<file path="src/rtl/cfgp_pkg.sv">
package cfgp_pkg;

  localparam int LEN_BITS  = 24;
  localparam int FILL_ONES = 8;

  // Patterns are stored left-justified in 8 bits; stream order is MSB first.
  localparam logic [7:0] PRE_PAT   = 8'b0010_0000;
  localparam logic [7:0] SEP_PAT   = 8'b1111_0000;
  localparam logic [7:0] CHECK_PAT = 8'b0110_0000;
  localparam logic [7:0] POST_PAT  = 8'b0111_1111;

  typedef enum logic [3:0] {
    ST_FILL,
    ST_PRE,
    ST_LEN,
    ST_SEP,
    ST_START,
    ST_DATA,
    ST_CHECK,
    ST_POST,
    ST_DONE,
    ST_ERR
  } parseState_e;

  typedef struct packed {
    logic clearAll;
    logic shiftLen;
    logic emitData;
    logic nextFrame;
  } dpCtrl_t;

endpackage

</file>
<file path="src/rtl/cfgp_datapath.sv">
module cfgp_datapath
  import cfgp_pkg::*;
#(
  parameter int FRAME_BITS = 8,
  parameter int NUM_FRAMES = 4,
  localparam int IDX_W = (NUM_FRAMES > 1) ? $clog2(NUM_FRAMES) : 1
) (
  input  logic                 clk,
  input  logic                 bitIn,
  input  dpCtrl_t              ctrl,
  output logic                 lastFrame,
  output logic [LEN_BITS-1:0]  lengthCount,
  output logic                 dataValid,
  output logic                 dataBit,
  output logic [IDX_W-1:0]     frameIdx,
  output logic                 byteValid,
  output logic [7:0]           byteOut
);

  localparam logic [IDX_W-1:0] LAST_IDX = IDX_W'(NUM_FRAMES - 1);

  logic [IDX_W-1:0] frameCnt;
  logic [7:0]       byteReg;
  logic [7:0]       byteNext;
  logic [2:0]       byteCnt;

  assign lastFrame = (frameCnt == LAST_IDX);

  always_comb begin
    byteNext = byteReg;
    byteNext[byteCnt] = bitIn;
  end

  always_ff @(posedge clk) begin
    if (ctrl.clearAll) begin
      lengthCount <= '0;
      frameCnt    <= '0;
      byteReg     <= '0;
      byteCnt     <= '0;
      dataValid   <= 1'b0;
      dataBit     <= 1'b0;
      frameIdx    <= '0;
      byteValid   <= 1'b0;
      byteOut     <= '0;
    end else begin
      dataValid <= ctrl.emitData;
      byteValid <= 1'b0;
      if (ctrl.shiftLen) begin
        lengthCount <= {lengthCount[LEN_BITS-2:0], bitIn};
      end
      if (ctrl.emitData) begin
        dataBit  <= bitIn;
        frameIdx <= frameCnt;
        byteCnt  <= byteCnt + 3'd1;
        if (byteCnt == 3'd7) begin
          byteValid <= 1'b1;
          byteOut   <= byteNext;
          byteReg   <= '0;
        end else begin
          byteReg <= byteNext;
        end
      end
      if (ctrl.nextFrame && !lastFrame) begin
        frameCnt <= frameCnt + IDX_W'(1);
      end
    end
  end

  // a payload strobe never names a frame beyond the configured count
  a_r6_frame_in_range: assert property (@(posedge clk) disable iff (ctrl.clearAll)
    dataValid |-> (int'(frameIdx) < NUM_FRAMES))
    else $error("frame index out of range");

  // bytes need eight payload bits, so two byte strobes never touch
  a_r8_byte_spacing: assert property (@(posedge clk) disable iff (ctrl.clearAll)
    byteValid |=> !byteValid)
    else $error("back-to-back byte strobes");

  // a byte strobe only comes with a payload strobe
  a_r8_byte_with_data: assert property (@(posedge clk) disable iff (ctrl.clearAll)
    byteValid |-> dataValid)
    else $error("byte strobe without data strobe");

endmodule

</file>
<file path="src/rtl/cfgp_control.sv">
module cfgp_control
  import cfgp_pkg::*;
#(
  parameter int FRAME_BITS = 8
) (
  input  logic    clk,
  input  logic    progN,
  input  logic    bitValid,
  input  logic    bitIn,
  input  logic    lastFrame,
  output dpCtrl_t ctrl,
  output logic    initN,
  output logic    doneOut
);

  localparam int CNT_MAX = (FRAME_BITS > LEN_BITS) ? FRAME_BITS : LEN_BITS;
  localparam int CNT_W   = $clog2(CNT_MAX + 1);
  localparam logic [CNT_W-1:0] FILL_MIN  = CNT_W'(FILL_ONES);
  localparam logic [CNT_W-1:0] LAST_LEN  = CNT_W'(LEN_BITS - 1);
  localparam logic [CNT_W-1:0] LAST_DATA = CNT_W'(FRAME_BITS - 1);
  localparam logic [CNT_W-1:0] LAST_NIB  = CNT_W'(3);
  localparam logic [CNT_W-1:0] LAST_OCT  = CNT_W'(7);

  parseState_e       state, stateNext;
  logic [CNT_W-1:0]  bitCnt, cntNext;
  logic              doneNext;
  logic [2:0]        patIdx;

  assign patIdx = 3'd7 - bitCnt[2:0];

  function automatic logic patBit(input logic [7:0] pat, input logic [2:0] idx);
    return pat[idx];
  endfunction

  always_comb begin
    stateNext = state;
    cntNext   = bitCnt;
    doneNext  = 1'b0;
    ctrl      = '0;
    if (!progN) begin
      ctrl.clearAll = 1'b1;
      stateNext     = ST_FILL;
      cntNext       = '0;
    end else if (bitValid) begin
      unique case (state)
        ST_FILL: begin
          if (bitIn) begin
            if (bitCnt < FILL_MIN) cntNext = bitCnt + CNT_W'(1);
          end else if (bitCnt >= FILL_MIN) begin
            stateNext = ST_PRE;
            cntNext   = CNT_W'(1);
          end else begin
            cntNext = '0;
          end
        end
        ST_PRE: begin
          if (bitIn != patBit(PRE_PAT, patIdx)) stateNext = ST_ERR;
          else if (bitCnt == LAST_NIB) begin
            stateNext = ST_LEN;
            cntNext   = '0;
          end else cntNext = bitCnt + CNT_W'(1);
        end
        ST_LEN: begin
          ctrl.shiftLen = 1'b1;
          if (bitCnt == LAST_LEN) begin
            stateNext = ST_SEP;
            cntNext   = '0;
          end else cntNext = bitCnt + CNT_W'(1);
        end
        ST_SEP: begin
          if (bitIn != patBit(SEP_PAT, patIdx)) stateNext = ST_ERR;
          else if (bitCnt == LAST_NIB) begin
            stateNext = ST_START;
            cntNext   = '0;
          end else cntNext = bitCnt + CNT_W'(1);
        end
        ST_START: begin
          if (bitIn) stateNext = ST_ERR;
          else begin
            stateNext = ST_DATA;
            cntNext   = '0;
          end
        end
        ST_DATA: begin
          ctrl.emitData = 1'b1;
          if (bitCnt == LAST_DATA) begin
            stateNext = ST_CHECK;
            cntNext   = '0;
          end else cntNext = bitCnt + CNT_W'(1);
        end
        ST_CHECK: begin
          if (bitIn != patBit(CHECK_PAT, patIdx)) stateNext = ST_ERR;
          else if (bitCnt == LAST_NIB) begin
            ctrl.nextFrame = 1'b1;
            stateNext      = lastFrame ? ST_POST : ST_START;
            cntNext        = '0;
          end else cntNext = bitCnt + CNT_W'(1);
        end
        ST_POST: begin
          if (bitIn != patBit(POST_PAT, patIdx)) stateNext = ST_ERR;
          else if (bitCnt == LAST_OCT) begin
            stateNext = ST_DONE;
            doneNext  = 1'b1;
            cntNext   = '0;
          end else cntNext = bitCnt + CNT_W'(1);
        end
        default: ;
      endcase
    end
  end

  always_ff @(posedge clk) begin
    state   <= stateNext;
    bitCnt  <= cntNext;
    doneOut <= doneNext;
    initN   <= (stateNext != ST_ERR);
  end

  // the error line holds low until a restart
  a_r10_error_sticky: assert property (@(posedge clk) disable iff (!progN)
    !initN |=> !initN)
    else $error("error line released without restart");

  // completion is a single-cycle pulse
  a_r11_done_single: assert property (@(posedge clk) disable iff (!progN)
    doneOut |=> !doneOut)
    else $error("done pulse longer than one cycle");

  // an idle cycle leaves the parse position where it was
  a_r12_idle_hold: assert property (@(posedge clk) disable iff (!progN)
    (!bitValid && progN) |=> ($stable(state) && $stable(bitCnt)))
    else $error("parser advanced without a valid bit");

endmodule

</file>
<file path="src/rtl/cfg_stream_parser.sv">
module cfg_stream_parser
  import cfgp_pkg::*;
#(
  parameter int FRAME_BITS = 8,
  parameter int NUM_FRAMES = 4,
  localparam int IDX_W = (NUM_FRAMES > 1) ? $clog2(NUM_FRAMES) : 1
) (
  input  logic                clk,
  input  logic                progN,
  input  logic                bitValid,
  input  logic                bitIn,
  output logic                initN,
  output logic                doneOut,
  output logic [LEN_BITS-1:0] lengthCount,
  output logic                dataValid,
  output logic                dataBit,
  output logic [IDX_W-1:0]    frameIdx,
  output logic                byteValid,
  output logic [7:0]          byteOut
);

  dpCtrl_t ctrl;
  logic    lastFrame;

  cfgp_control #(.FRAME_BITS(FRAME_BITS)) u_ctrl (
    .clk      (clk),
    .progN    (progN),
    .bitValid (bitValid),
    .bitIn    (bitIn),
    .lastFrame(lastFrame),
    .ctrl     (ctrl),
    .initN    (initN),
    .doneOut  (doneOut)
  );

  cfgp_datapath #(.FRAME_BITS(FRAME_BITS), .NUM_FRAMES(NUM_FRAMES)) u_dp (
    .clk        (clk),
    .bitIn      (bitIn),
    .ctrl       (ctrl),
    .lastFrame  (lastFrame),
    .lengthCount(lengthCount),
    .dataValid  (dataValid),
    .dataBit    (dataBit),
    .frameIdx   (frameIdx),
    .byteValid  (byteValid),
    .byteOut    (byteOut)
  );

  // nothing is delivered while the error line is low
  a_r10_quiet_in_error: assert property (@(posedge clk) disable iff (!progN)
    !initN |-> (!dataValid && !byteValid && !doneOut))
    else $error("output activity during error");

  // a restart cycle clears the visible state at the next edge
  a_r13_restart_clear: assert property (@(posedge clk)
    !progN |=> (initN && !doneOut && !dataValid && !byteValid && lengthCount == '0))
    else $error("restart did not clear state");

  // idle cycles produce no payload and keep the length value
  a_r12_idle_quiet: assert property (@(posedge clk) disable iff (!progN)
    (!bitValid && progN) |=> (!dataValid && $stable(lengthCount)))
    else $error("idle cycle changed outputs");

endmodule

</file>
<file path="config.mk">
export PLATFORM = sky130hd
export DESIGN_NAME = cfg_stream_parser
export DESIGN_NICKNAME = d
export VERILOG_FILES = /design/src/rtl/cfgp_pkg.sv /design/src/rtl/cfgp_datapath.sv /design/src/rtl/cfgp_control.sv /design/src/rtl/cfg_stream_parser.sv
export SDC_FILE = /design/constraint.sdc
export NUM_CORES = 1
export LEC_CHECK = 0
export ABC_AREA = 1
export CAP_MARGIN = 20
export CORE_MARGIN = 2
export CORE_UTILIZATION = 25
export DETAILED_ROUTE_END_ITERATION = 6
export GPL_TIMING_DRIVEN = 0
export RECOVER_POWER = 100
export SETUP_SLACK_MARGIN = 0.02
export SLEW_MARGIN = 0
export SYNTH_ARGS = -nofsm -noshare
export SYNTH_HDL_FRONTEND = slang
export SYNTH_SLANG_ARGS = --single-unit
</file>
<file path="constraint.sdc">
create_clock -name clk -period 3.8 [get_ports clk]
set_input_delay 0.76 -clock clk [delete_from_list [all_inputs] [get_ports clk]]
set_output_delay 0.76 -clock clk [all_outputs]
set_load 0.01 [all_outputs]
</file>
* Word level (Yosys, flattened, before mapping)
Memory sizes are Yosys's and may differ from the RTL's. Cells that the tools add are included.
Word-level totals: flip-flop bits (word level) 61, bits in read-only memories 32, output and inout bits 39, memories kept 4
Memory list:
- (no name shown) | depth 8, bits a word 1, rd ports 1, clocked after memory_dff 0, write ports 0, RTL line cfgp_control.sv:32 | return pat[idx];
- (no name shown) | depth 8, bits a word 1, rd ports 1, clocked after memory_dff 0, write ports 0, RTL line cfgp_control.sv:32
- (no name shown) | depth 8, bits a word 1, rd ports 1, clocked after memory_dff 0, write ports 0, RTL line cfgp_control.sv:32
- (no name shown) | depth 8, bits a word 1, rd ports 1, clocked after memory_dff 0, write ports 0, RTL line cfgp_control.sv:32
Cells by class: add/subtract/negate cells 4, $lt $le $gt $ge 5, equal/unequal tests 23, muxes and demuxes 46, bitwise gates (word level) 3, reductions and logical operators 9
Operators with widths (number):
- 4-bit two-way mux | 15
- 5-bit two-way mux | 10
- 5-bit one-hot mux with 8 select lines | 1
- 4-bit one-hot mux with 8 select lines | 1
- 4-bit by 3-bit equality test with 1-bit output (second input constant) | 4
- 1-bit two-way mux | 13
- 2-bit inequality test (second input constant) | 5
- 8-bit bitwise mux | 1
- 4-bit by 2-bit equality test with 1-bit output (second input constant) | 2
- 3-bit by 4-bit less-than comparator with 1-bit output (second input constant) | 2
- 8-bit two-way mux | 1
- 8-bit AND reduction | 1
- 8-bit nonzero test | 1
- 3-bit two-way mux | 2
- 5-bit by 1-bit adder with 5-bit output (second input constant) | 1
- 5-bit by 2-bit equality test with 1-bit output (second input constant) | 1
- 5-bit by 3-bit equality test with 1-bit output (second input constant) | 1
- 5-bit equality test (second input constant) | 1
- 5-bit by 4-bit greater-or-equal comparator with 1-bit output (second input constant) | 1
- 5-bit by 4-bit less-than comparator with 1-bit output (second input constant) | 1
- 4-bit by 1-bit equality test with 1-bit output (second input constant) | 1
- 4-bit zero test | 1
- 1-bit inequality test | 4
- 4-bit inequality test (second input constant) | 1
- other kinds (14) | 18

* Longest topological paths before layout
Gate-level depths: netlist of run 1.
word-level depth 9, mapped depth 13, depth with buffers taken out 13

* Hierarchy
Synthesis of run 1 repeated with hierarchy kept, for this count alone.
Unflattened totals: cell total of the unflattened synthesis 475, area total of the unflattened synthesis 3165.5 µm²
Modules (own cells, without submodules):
- cfgp_datapath | instances 1, cells each 282, area an instance 2105.8 µm²
- cfgp_control | instances 1, cells each 193, area an instance 1059.8 µm²

* Least setup slack after synthesis of run 1
No wires, ideal clock.
kind input to register, start point in bitIn, end point reg u_ctrl.bitCnt[1], setup time 0.111 ns, arrival time 1.693 ns, required time 3.689 ns, setup slack 1.996 ns, stages on the path 11, cell sequence buf_2 > inv_4 > nand2_1 > nand2_1 > nor2_1 > nor2_4 > nand2_2 > nor2_4 > nand2_1 > nand2_1 > nor2_2
On the way: word-level cells in the longest chain between the ends 3, elaborated cells on any way between the ends 13, those cells by class 10 x eq/ne; 2 x mux; 1 x reduce/logical
Ends and longest elaborated chain:
- start, declared | RTL line cfg_stream_parser.sv:11 | input logic bitIn,
- 1-bit inequality test (on tied branches)
- 2-bit inequality test (no source line)
- 8-bit AND reduction (no source line)
- end signal, assigned | RTL line cfgp_control.sv:114 | bitCnt <= cntNext;
- end, declared | RTL line cfgp_control.sv:25 | logic [CNT_W-1:0] bitCnt, cntNext;
Parallel ways exist; a longest one is shown, timed or not. A chain may end at the register's enable or synchronous reset.

* Worst setup path after layout of run 1
start point in bitValid, end point reg u_dp.lengthCount[4]
On the way: word-level cells in the longest chain between the ends 2
Ends and longest elaborated chain:
- start, declared | RTL line cfg_stream_parser.sv:10 | input logic bitValid,
- 3-bit two-way mux | RTL line cfgp_control.sv:44 | end else if (bitValid) begin
- 3-bit two-way mux | RTL line cfgp_control.sv:40 | if (!progN) begin
- end signal, assigned | RTL line cfgp_datapath.sv:49 | lengthCount <= {lengthCount[LEN_BITS-2:0], bitIn};
- end, declared | RTL line cfgp_datapath.sv:12 | output logic [LEN_BITS-1:0] lengthCount,
Every way passes these cells.

==> metrics list, run 1 <==
- Count of maximum capacitance violations: 0
- In this run the power spent charging and discharging nets is ~0.00043 W.
* Proportion of synthesized chip area in sequential cells: between 40% and 50%
- The clock passes through at most 2 buffers.
- The first global-routing pass estimated roughly 14,000 um of wire.
- TritonCTS created 9 clock buffers.
- Derived from the worst setup path, the maximum achievable clock frequency is approximately 400 MHz.
* Sequential cell area: around 1200 um^2
- Reg2Reg Setup Slack: about 1.8 ns
* Count of flip-flops with a built-in enable after synthesis: 0
- Post-synth net total: 460
* Critical path cell sequence: dlygate4sd3_1 -> nand2_1 -> nor3_1 -> clkbuf_1 -> clkbuf_1 -> nand2_1 -> o21ai_0
- Std cell rows: 40
- The worst hold path begins at u_dp.byteReg[3].
- The die is approximately 110 um wide.
- Detailed-placement wirelength estimate: between 5000 and 6000 um
- Final min period: between 2 and 3 ns
- Dividing the detail-routed wire length by the instance count gives 12.08 um.
- Summed over all layers, the routed wires come to 7898 um.
* Count of buffers inserted at the top-level ports: a little over 40
* Post-synthesis instance area: just over 3000 um^2
* Number of DRC violations after detailed routing: 0
* Max Transition Viols Final: 0
- Actual transition at the worst max-transition pin: 0.5035 ns
- Setup violations remaining at the end of the flow were counted as 0.
* Worst reg2reg startpoint: u_ctrl.state[1]
- Top area cells in the synthesized netlist: sky130_fd_sc_hd__dfxtp_1 40%, sky130_fd_sc_hd__nand2_1 19%, sky130_fd_sc_hd__o21ai_0 7.6%, sky130_fd_sc_hd__nor2_1 5.8%, sky130_fd_sc_hd__nand3_1 5.1%
* Post-detailed-route count of antenna-violating nets: 0
- From synthesis to final layout, the design area changed by 28.93%.
- The critical path contains buffers and inverters numbering 3 combined.
- After the last flow step, the layout net total stands at between 500 and 600.
* Max incr delay on CP: around 0.56 ns
- Crit start category: input port
- Initial standard-cell utilization of the core: 25.38%
* Initial antenna violation count: 0
* Synth cell types: 27
* Relative slew slack: around two thirds
- Count of cells along the worst register-to-register path: 9
* Hold Fails Final Rpt: 0
- FF-to-FF End: u_dp.byteOut[4]
- H-tree level count: 3
- Worst hold path type: reg2reg
- The worst hold path terminates at u_dp.byteReg[3].
* Number of global-route vias before repair: roughly 2,800
- The worst setup path is captured at a flop.
- The most used flip-flop cell after synthesis is sky130_fd_sc_hd__dfxtp_1.
* Most common cell after layout, fill and taps aside: sky130_fd_sc_hd__nand2_1
- Share of total power in combinational logic: between 10% and 20%
- Measured along the y axis, the die boundary spans 114.0 um.
- Setup bufs post-CTS: 0
- Part of the power in registers: between 30% and 40%
* Number of I/O pins: 43
- Cell internal power was estimated by the tool at roughly 0.0013 W.
* Placer's final routability congestion estimate: slightly above 0.8
- Share of the clock period used by the worst path after layout: 66.68%
- 0 antenna diodes ended up in the layout.
- The final route contains slightly below 3,000 vias.
- Between clock sinks in the finished design, the worst skew comes to about 0.008 ns.
* Family with the most delay on the worst path: buffers and inverters
- Power density normalized to cell area: between 400 and 500 nW/um^2
* Async set or reset register ratio after synthesis: 0%
- For this design the static power due to leakage is between 1.5 and 2 nW.
* Detail-routed via count per cell: about 4.5
- Yosys printed 0 warnings.
- Total global routing overflow: 0
- The share of synthesized area in the top cell type comes to approximately 40%.
- In the final layout, the share of cells above drive strength 1 is under 10%.
- Adding up every negative setup slack in the final design gives 0 ns.
- Leading cell types in the layout, fill and taps excluded: 156 x sky130_fd_sc_hd__nand2_1, 61 x sky130_fd_sc_hd__dfxtp_1, 48 x sky130_fd_sc_hd__nor2_1, 48 x sky130_fd_sc_hd__o21ai_0, 41 x sky130_fd_sc_hd__dlygate4sd3_1
- Worst setup slack before clock tree synthesis: 1.289 ns
- The tree is rooted in a sky130_fd_sc_hd__clkbuf_16.
* Core Footprint: ~12,000 um^2
- Multi-input gate area: roughly 1600 um^2
* Number of instances in the synthesized netlist: between 400 and 500
* Setup Crit Path Kind: in2reg
- STA puts the critical path data arrival time at between 2 and 3 ns.
* CTS tree: built
- Switching power share of the total: 25.06%
- Once the clock tree was built, the resizer swapped 0 gates to a different size.
- Per report_power, the clock group accounts for roughly 50% of the total.
- The synthesized design contains a little over 60 register bits.
* Run status: completed
- Entering global routing, the biggest net connects 11 pins.
* Clock transition at the registers of the reported paths: about 0.050 ns
- Data on the critical path is required at its endpoint by 4.05 ns.
- Of all nets on the critical path, the largest fanout is 10.
* Worst skew pair latency: about 0.33 ns
- In the global route stage, overall resource usage came out at about an eighth.
* Setup repair after global routing missed its margin: false
- After layout, the worst setup slack is roughly 1.3 ns.
- Along the worst hold path, the cell count comes to 2.
- IR Drop Worst-Case VDD: about 0.31 mV
- The clock drives 61 sinks.
- Iteration count of the initial detailed-routing pass: 7
* Cell accounting for the most synthesized area: sky130_fd_sc_hd__dfxtp_1
- The die covers between 10,000 and 15,000 um^2.
- The average instance in the mapped netlist occupies approximately 6.7 um^2.
* Number of hold buffers added after cts: 0
- Highest-delay cell along the critical path: sky130_fd_sc_hd__dlygate4sd3_1
- The detailed router finished its first iteration with between 100 and 150 violations.
* Filler cell count in the final layout: roughly 1,300
==> layout make-up <==
| cell class | count | area share, % |
|---|---|---|
| clock buffer | 11 | 5.971 |
| sequential | 61 | 31.33 |
| inverter | 34 | 3.371 |
| timing repair buffer | 41 | 10.53 |
| buffer | 16 | 1.958 |
| clock inverter | 5 | 1.926 |
| multi-input combinational | 339 | 40.19 |
| tap | 147 | 4.719 |
==> worst min-delay path: stages (launching register included) <==
cell and delay [ns]:
sky130_fd_sc_hd__dfxtp_1 0.30, sky130_fd_sc_hd__nand2_1 0.06, sky130_fd_sc_hd__a21oi_1 0.05
==> kinds of logic (layout without fill, tap and decap cells) <==
group	Yosys count	in the layout	synth area share (%)
DFF	61	61	40.40
and+or+nand+nor	262	262	37.87
AOI/OAI and AO/OA	71	71	11.96
adders and majority gates	6	6	2.483
buffers and inverters	50	107	7.284
==> power by group through the flow <==
stage | combinational (W) | clock [W] | sequential, W
floorplan | 0.000145 | 0 | 0.000672
global placement | 0.000188 | 0 | 0.000674
detailed placement | 0.000190 | 0 | 0.000674
CTS | 0.000192 | 0.000873 | 0.000661
global route | 0.000216 | 0.000914 | 0.000662
finish | 0.000190 | 0.000853 | 0.000661
==> registers in the layout (all words and copies together) (netlist names), 2 cells and up <==
name and flops:
u_dp.frameCnt 2, u_dp.frameIdx 2, u_dp.byteCnt 3, u_ctrl.bitCnt 5, u_dp.byteOut 8, u_dp.lengthCount 24
u_dp.byteReg 8, u_ctrl.state 4
==> synthesized netlist by cell type (2+ instances only) <==
library cell               count
sky130_fd_sc_hd__nor3_2        2
sky130_fd_sc_hd__nor2_1       47
sky130_fd_sc_hd__inv_1        23
sky130_fd_sc_hd__nor2_4        5
sky130_fd_sc_hd__nand2_2       6
sky130_fd_sc_hd__inv_2         9
sky130_fd_sc_hd__nand4_1       5
sky130_fd_sc_hd__a21oi_1      20
sky130_fd_sc_hd__nor2_2        7
sky130_fd_sc_hd__dfxtp_1      61
sky130_fd_sc_hd__nand2_1     155
sky130_fd_sc_hd__nand3_1      31
sky130_fd_sc_hd__ha_1          6
sky130_fd_sc_hd__inv_4         2
sky130_fd_sc_hd__o21ai_0      46
sky130_fd_sc_hd__o21ai_1       3
sky130_fd_sc_hd__clkbuf_1      8
sky130_fd_sc_hd__buf_4         5
==> metrics by stage <==
stage | power (W) | std cells | cell area (um^2) | utilization, % | hold slack, ns
detailed placement | 0.0008642 | 638 | 3617 | 30.37 | 0.4579
CTS | 0.001726 | 654 | 3925 | 32.95 | 0.4659
finish | 0.001704 | 654 | 3897 | 32.72 | 0.4631
floorplan | 0.0008169 | 450 | 3023 | - | 0.4435
global route | 0.001792 | 654 | 3897 | 32.72 | 0.4762
global placement | 0.0008616 | 638 | 3617 | 30.37 | 0.4521
==> worst max-delay path by stage <==
stage                  start             endpoint  depth (start not counted)  slack, ns
global placement       progN      u_dp.byteOut[0]                          5       1.27
floorplan              bitIn     u_ctrl.bitCnt[1]                         11       2.00
detailed placement     progN      u_dp.byteOut[6]                          5       1.29
finish              bitValid  u_dp.lengthCount[4]                          7       1.27
CTS                    progN      u_dp.byteOut[5]                          5       1.61
global route        bitValid      u_dp.byteOut[1]                          9       1.01
==> routing by layer <==
| metal | track usage, % | wire (um) | vias up |
|---|---|---|---|
| li1 | - | - | 1546 |
| met1 | 16.13 | 3619 | 1329 |
| met2 | 21.23 | 3658 | 78 |
| met3 | 5.207 | 452 | 16 |
| met4 | 4.228 | 167 | 0 |
| met5 | 0 | 0 | - |
(Power assumes the default switching activity.)
==> inputs of run 2 (changes only) <==
==> constraint.sdc (replaced) <==
create_clock -name clk -period 2.2 [get_ports clk]
set_input_delay 0.44 -clock clk [delete_from_list [all_inputs] [get_ports clk]]
set_output_delay 0.44 -clock clk [all_outputs]
set_load 0.01 [all_outputs]
==> run 2 against run 1 <==
  * Routed wire length rose by 0.76%
  * Core utilization unchanged
  * Register-to-register slack got worse by 1.5 ns
  * Sequential share of layout area did not move
  * Critical endpoint is now u_dp.byteReg[4]
  * Combinational power increased by 73%
==> metrics list, run 2 (synthesized netlist as in run 1, its figures left out) <==
- The floorplan die area came to 12,990 um^2 (unchanged).
- Final setup violation count: 0 (unchanged)
* Switching power share of the total: 25.16% (was 25.06%)
- Antenna Diode Count: 0 (unchanged)
- The overall power after layout was 0.002947 W (was 0.001704 W).
* Part of the power in registers: 38.7% (was 38.8%)
- The clock tree root driver cell is sky130_fd_sc_hd__clkbuf_16 (unchanged).
* Cell type with the highest occurrence count on the critical path: sky130_fd_sc_hd__nand2_1
- Critical Path AT: 2.22 ns (was 2.78 ns)
- Share of total power in combinational logic: 11.1% (was 11.2%)
- Iteration count of the initial detailed-routing pass: 5 (was 7)
* Count of buffers inserted at the top-level ports: 41 (unchanged)
- IR Drop Worst-Case VDD: 0.5307 mV (was 0.3068 mV)
- H-tree level count: 3 (unchanged)
* Final core area utilization: 32.72% (unchanged)
- Achievable clock frequency: slightly above 500 MHz
- The number of resized instances in the post-cts repair step came to 0 (unchanged).
* Filler cell count in the final layout: 1,323 (was 1,318)
* Width of the chip: 114.0 um (unchanged)
- The placed cell area was 3617 um^2 (unchanged).
* Setup Crit Path Kind: in2reg (unchanged)
* Setup repair after global routing missed its margin: false (unchanged)
* Max FFs per register: 24 (unchanged)
* Detail-routed via count per cell: 4.580 (was 4.540)
- The finished layout cell area came to 3897 um^2 (unchanged).
- Global-route wire length before repair: 13,610 um (unchanged)
* Total vias in the final route: 2,995 (was 2,969)
- The estimated wirelength of the detail-placed design came to 5733 um (unchanged).
- Number of I/O pins: 43 (unchanged)
* Number of DRC violations after detailed routing: 0 (unchanged)
- The worst setup skew after layout was 0.009365 ns (was 0.007860 ns).
- The path type of the worst min-delay path is reg2reg (unchanged).
- Hold Fails Final Rpt: 0 (unchanged)
- The number of clock sinks was 61 (unchanged).
- The maximum number of pins on one net before global-route repair was 11 (unchanged).
- Highest-delay cell along the critical path: sky130_fd_sc_hd__dlygate4sd3_1 (unchanged)
* Starting DRT DRC Count: 136 (was 141)
* Final nets: 512 (unchanged)
* Core Footprint: 11,910 um^2 (unchanged)
* Post-detailed-route count of antenna-violating nets: 0 (unchanged)
* Final wirelength: 7958 um (was 7898 um)
- The maximum single-stage delay on the critical path was 0.56 ns (about the same).
* Critical path data required time: 2.45 ns (was 4.05 ns)
- Routed len/inst: 12.17 um (was 12.08 um)
* Biggest registers after layout: u_dp.lengthCount: 24 flops, u_dp.byteOut: 8 flops, u_dp.byteReg: 8 flops (unchanged)
- P_leak: 1.670 nW (was 1.649 nW)
- The initial cell density of the core came to 25.38% (unchanged).
- Most common cell after layout, fill and taps aside: sky130_fd_sc_hd__nand2_1 (unchanged)
- Leading cell types in the layout, fill and taps excluded: 157 x sky130_fd_sc_hd__nand2_1, 61 x sky130_fd_sc_hd__dfxtp_1, 48 x sky130_fd_sc_hd__nor2_1, 46 x sky130_fd_sc_hd__o21ai_0, 41 x sky130_fd_sc_hd__dlygate4sd3_1 (was 156 x sky130_fd_sc_hd__nand2_1, 61 x sky130_fd_sc_hd__dfxtp_1, 48 x sky130_fd_sc_hd__nor2_1, 48 x sky130_fd_sc_hd__o21ai_0, 41 x sky130_fd_sc_hd__dlygate4sd3_1)
- Clock share of power: 50.1% (was 50.0%)
- Std cell rows: 40 (unchanged)
- The total CTS buffers is 9 (unchanged).
- The total of max-cap violations was 0 (unchanged).
- Share of the clock period used by the worst path after layout: between 80% and 90%
- Max Transition Viols Final: 0 (unchanged)
- The switching power summed over all nets is 0.0007416 W (was 0.0004271 W).
* Worst setup slack before clock tree synthesis: 0.008892 ns (was 1.289 ns)
- The internal power of the cells is 0.002206 W (was 0.001277 W).
- The endpoint type of the worst setup path is a flop (unchanged).
- The overall global routing resource usage is 13.17% (unchanged).
- The top register by number of flip-flops was u_dp.lengthCount (unchanged).
- The count of buffers added by post-CTS timing repair for setup came to 0 (unchanged).
* DIE HEIGHT: 114.0 um (unchanged)
- Critical path cell sequence: dlygate4sd3_1 -> nand2_1 -> inv_1 -> nand2_1 -> clkbuf_2 -> clkbuf_2 -> nand2_1 -> a21oi_1 (was dlygate4sd3_1 -> nand2_1 -> nor3_1 -> clkbuf_1 -> clkbuf_1 -> nand2_1 -> o21ai_0).
* Number of global-route vias before repair: 2,837 (unchanged)
- Run status: completed (unchanged)
- Final setup slack of the worst path: 0.2308 ns (was 1.266 ns)
* CTS tree: built (unchanged)
* Power density normalized to cell area: 756.2 nW/um^2 (was 437.2 nW/um^2)
- Actual transition at the worst max-transition pin: 0.4987 ns (was 0.5035 ns)
- Crit start category: input port (unchanged)
- Final min period: 1.969 ns
- Placer's final routability congestion estimate: 0.8312 (unchanged)
- Initial antenna violation count: 0 (unchanged)
- The source-to-sink clock delay at the later pin of the worst-skew pair came to 0.33 ns (about the same).
- The signed area change from the synthesized netlist to the final layout is 28.93% (unchanged).
* Maximum buffer depth of the clock tree: 2 (unchanged)
* Total global routing overflow: 0 (unchanged)
* Layout cell share with drive strength beyond 1: 9.467% (was 9.270%)
* Clock transition at the registers of the reported paths: 0.05 ns (about the same)
* Max Fanout on Critical Path: 10 (unchanged)
- The number of buffers inserted by hold repair at cts is 0 (unchanged).
* Relative slew slack: 66.75% (was 66.43%)
run 2: changes by cell type in the layout (fill, tap and decap cells not counted), moves of 2 or more:
cell / previous run / this run
sky130_fd_sc_hd__o21ai_1: 1 / 3
sky130_fd_sc_hd__clkbuf_1: 14 / 11
sky130_fd_sc_hd__o21ai_0: 48 / 46
sky130_fd_sc_hd__clkbuf_2: 0 / 3
run 2: metrics by stage:
| step | hold WS, ns | setup TNS, ns | std cells |
|---|---|---|---|
| finish | 0.4648 | 0 | 654 |
| global route | 0.4776 | 0 | 654 |
| CTS | 0.4659 | 0 | 654 |
| detailed placement | 0.4579 | 0 | 638 |
| global placement | 0.4521 | -0.01510 | 638 |
| floorplan | 0.4435 | 0 | 450 |
run 2: cell type report:
type / count / area (um^2) / area share (%)
Timing Repair Buffer: 41 / 410.4 / 10.53
Sequential cell: 61 / 1221 / 31.33
Tap cell: 147 / 183.9 / 4.719
Buffer: 16 / 76.32 / 1.958
Clock buffer: 11 / 232.7 / 5.971
Inverter: 34 / 132.6 / 3.403
Clock inverter: 5 / 75.07 / 1.926
Multi-Input combinational cell: 339 / 1565 / 40.16
run 2: critical path, delay by kind of cell:
| family | cells | cell delay [ns] |
|---|---|---|
| compound gates | 1 | 0.15 |
| simple gates | 3 | 0.44 |
| buf+inv | 4 | 1.18 |
run 2: path summary, 6_finish.rpt:
path / startpoint / to / slack, ns / depth (start not counted)
worst max-delay path: bitValid / u_dp.byteReg[4] / 0.23 / 8
worst min-delay path: u_dp.byteReg[3] / u_dp.byteReg[3] / 0.46 / 2
worst max register to register: u_ctrl.bitCnt[1] / u_ctrl.initN / 0.30 / 12
worst min register to register: u_dp.byteReg[3] / u_dp.byteReg[3] / 0.46 / 2
run 2: power by group through the flow:
stage | clock, W | sequential (W) | combinational (W)
after global placement | 0 | 0.00116 | 0.000324
final | 0.00148 | 0.00114 | 0.000328
after floorplan | 0 | 0.00116 | 0.000251
after global routing | 0.00158 | 0.00114 | 0.000372
after CTS | 0.00151 | 0.00114 | 0.000332
after detailed placement | 0 | 0.00116 | 0.000329
run 2: layer usage:
| layer | routed length [um] | track usage [%] |
|---|---|---|
| met3 | 395 | 5.207 |
| met4 | 174 | 4.228 |
| met2 | 3673 | 21.23 |
| met1 | 3714 | 16.13 |
| met5 | 0 | 0 |
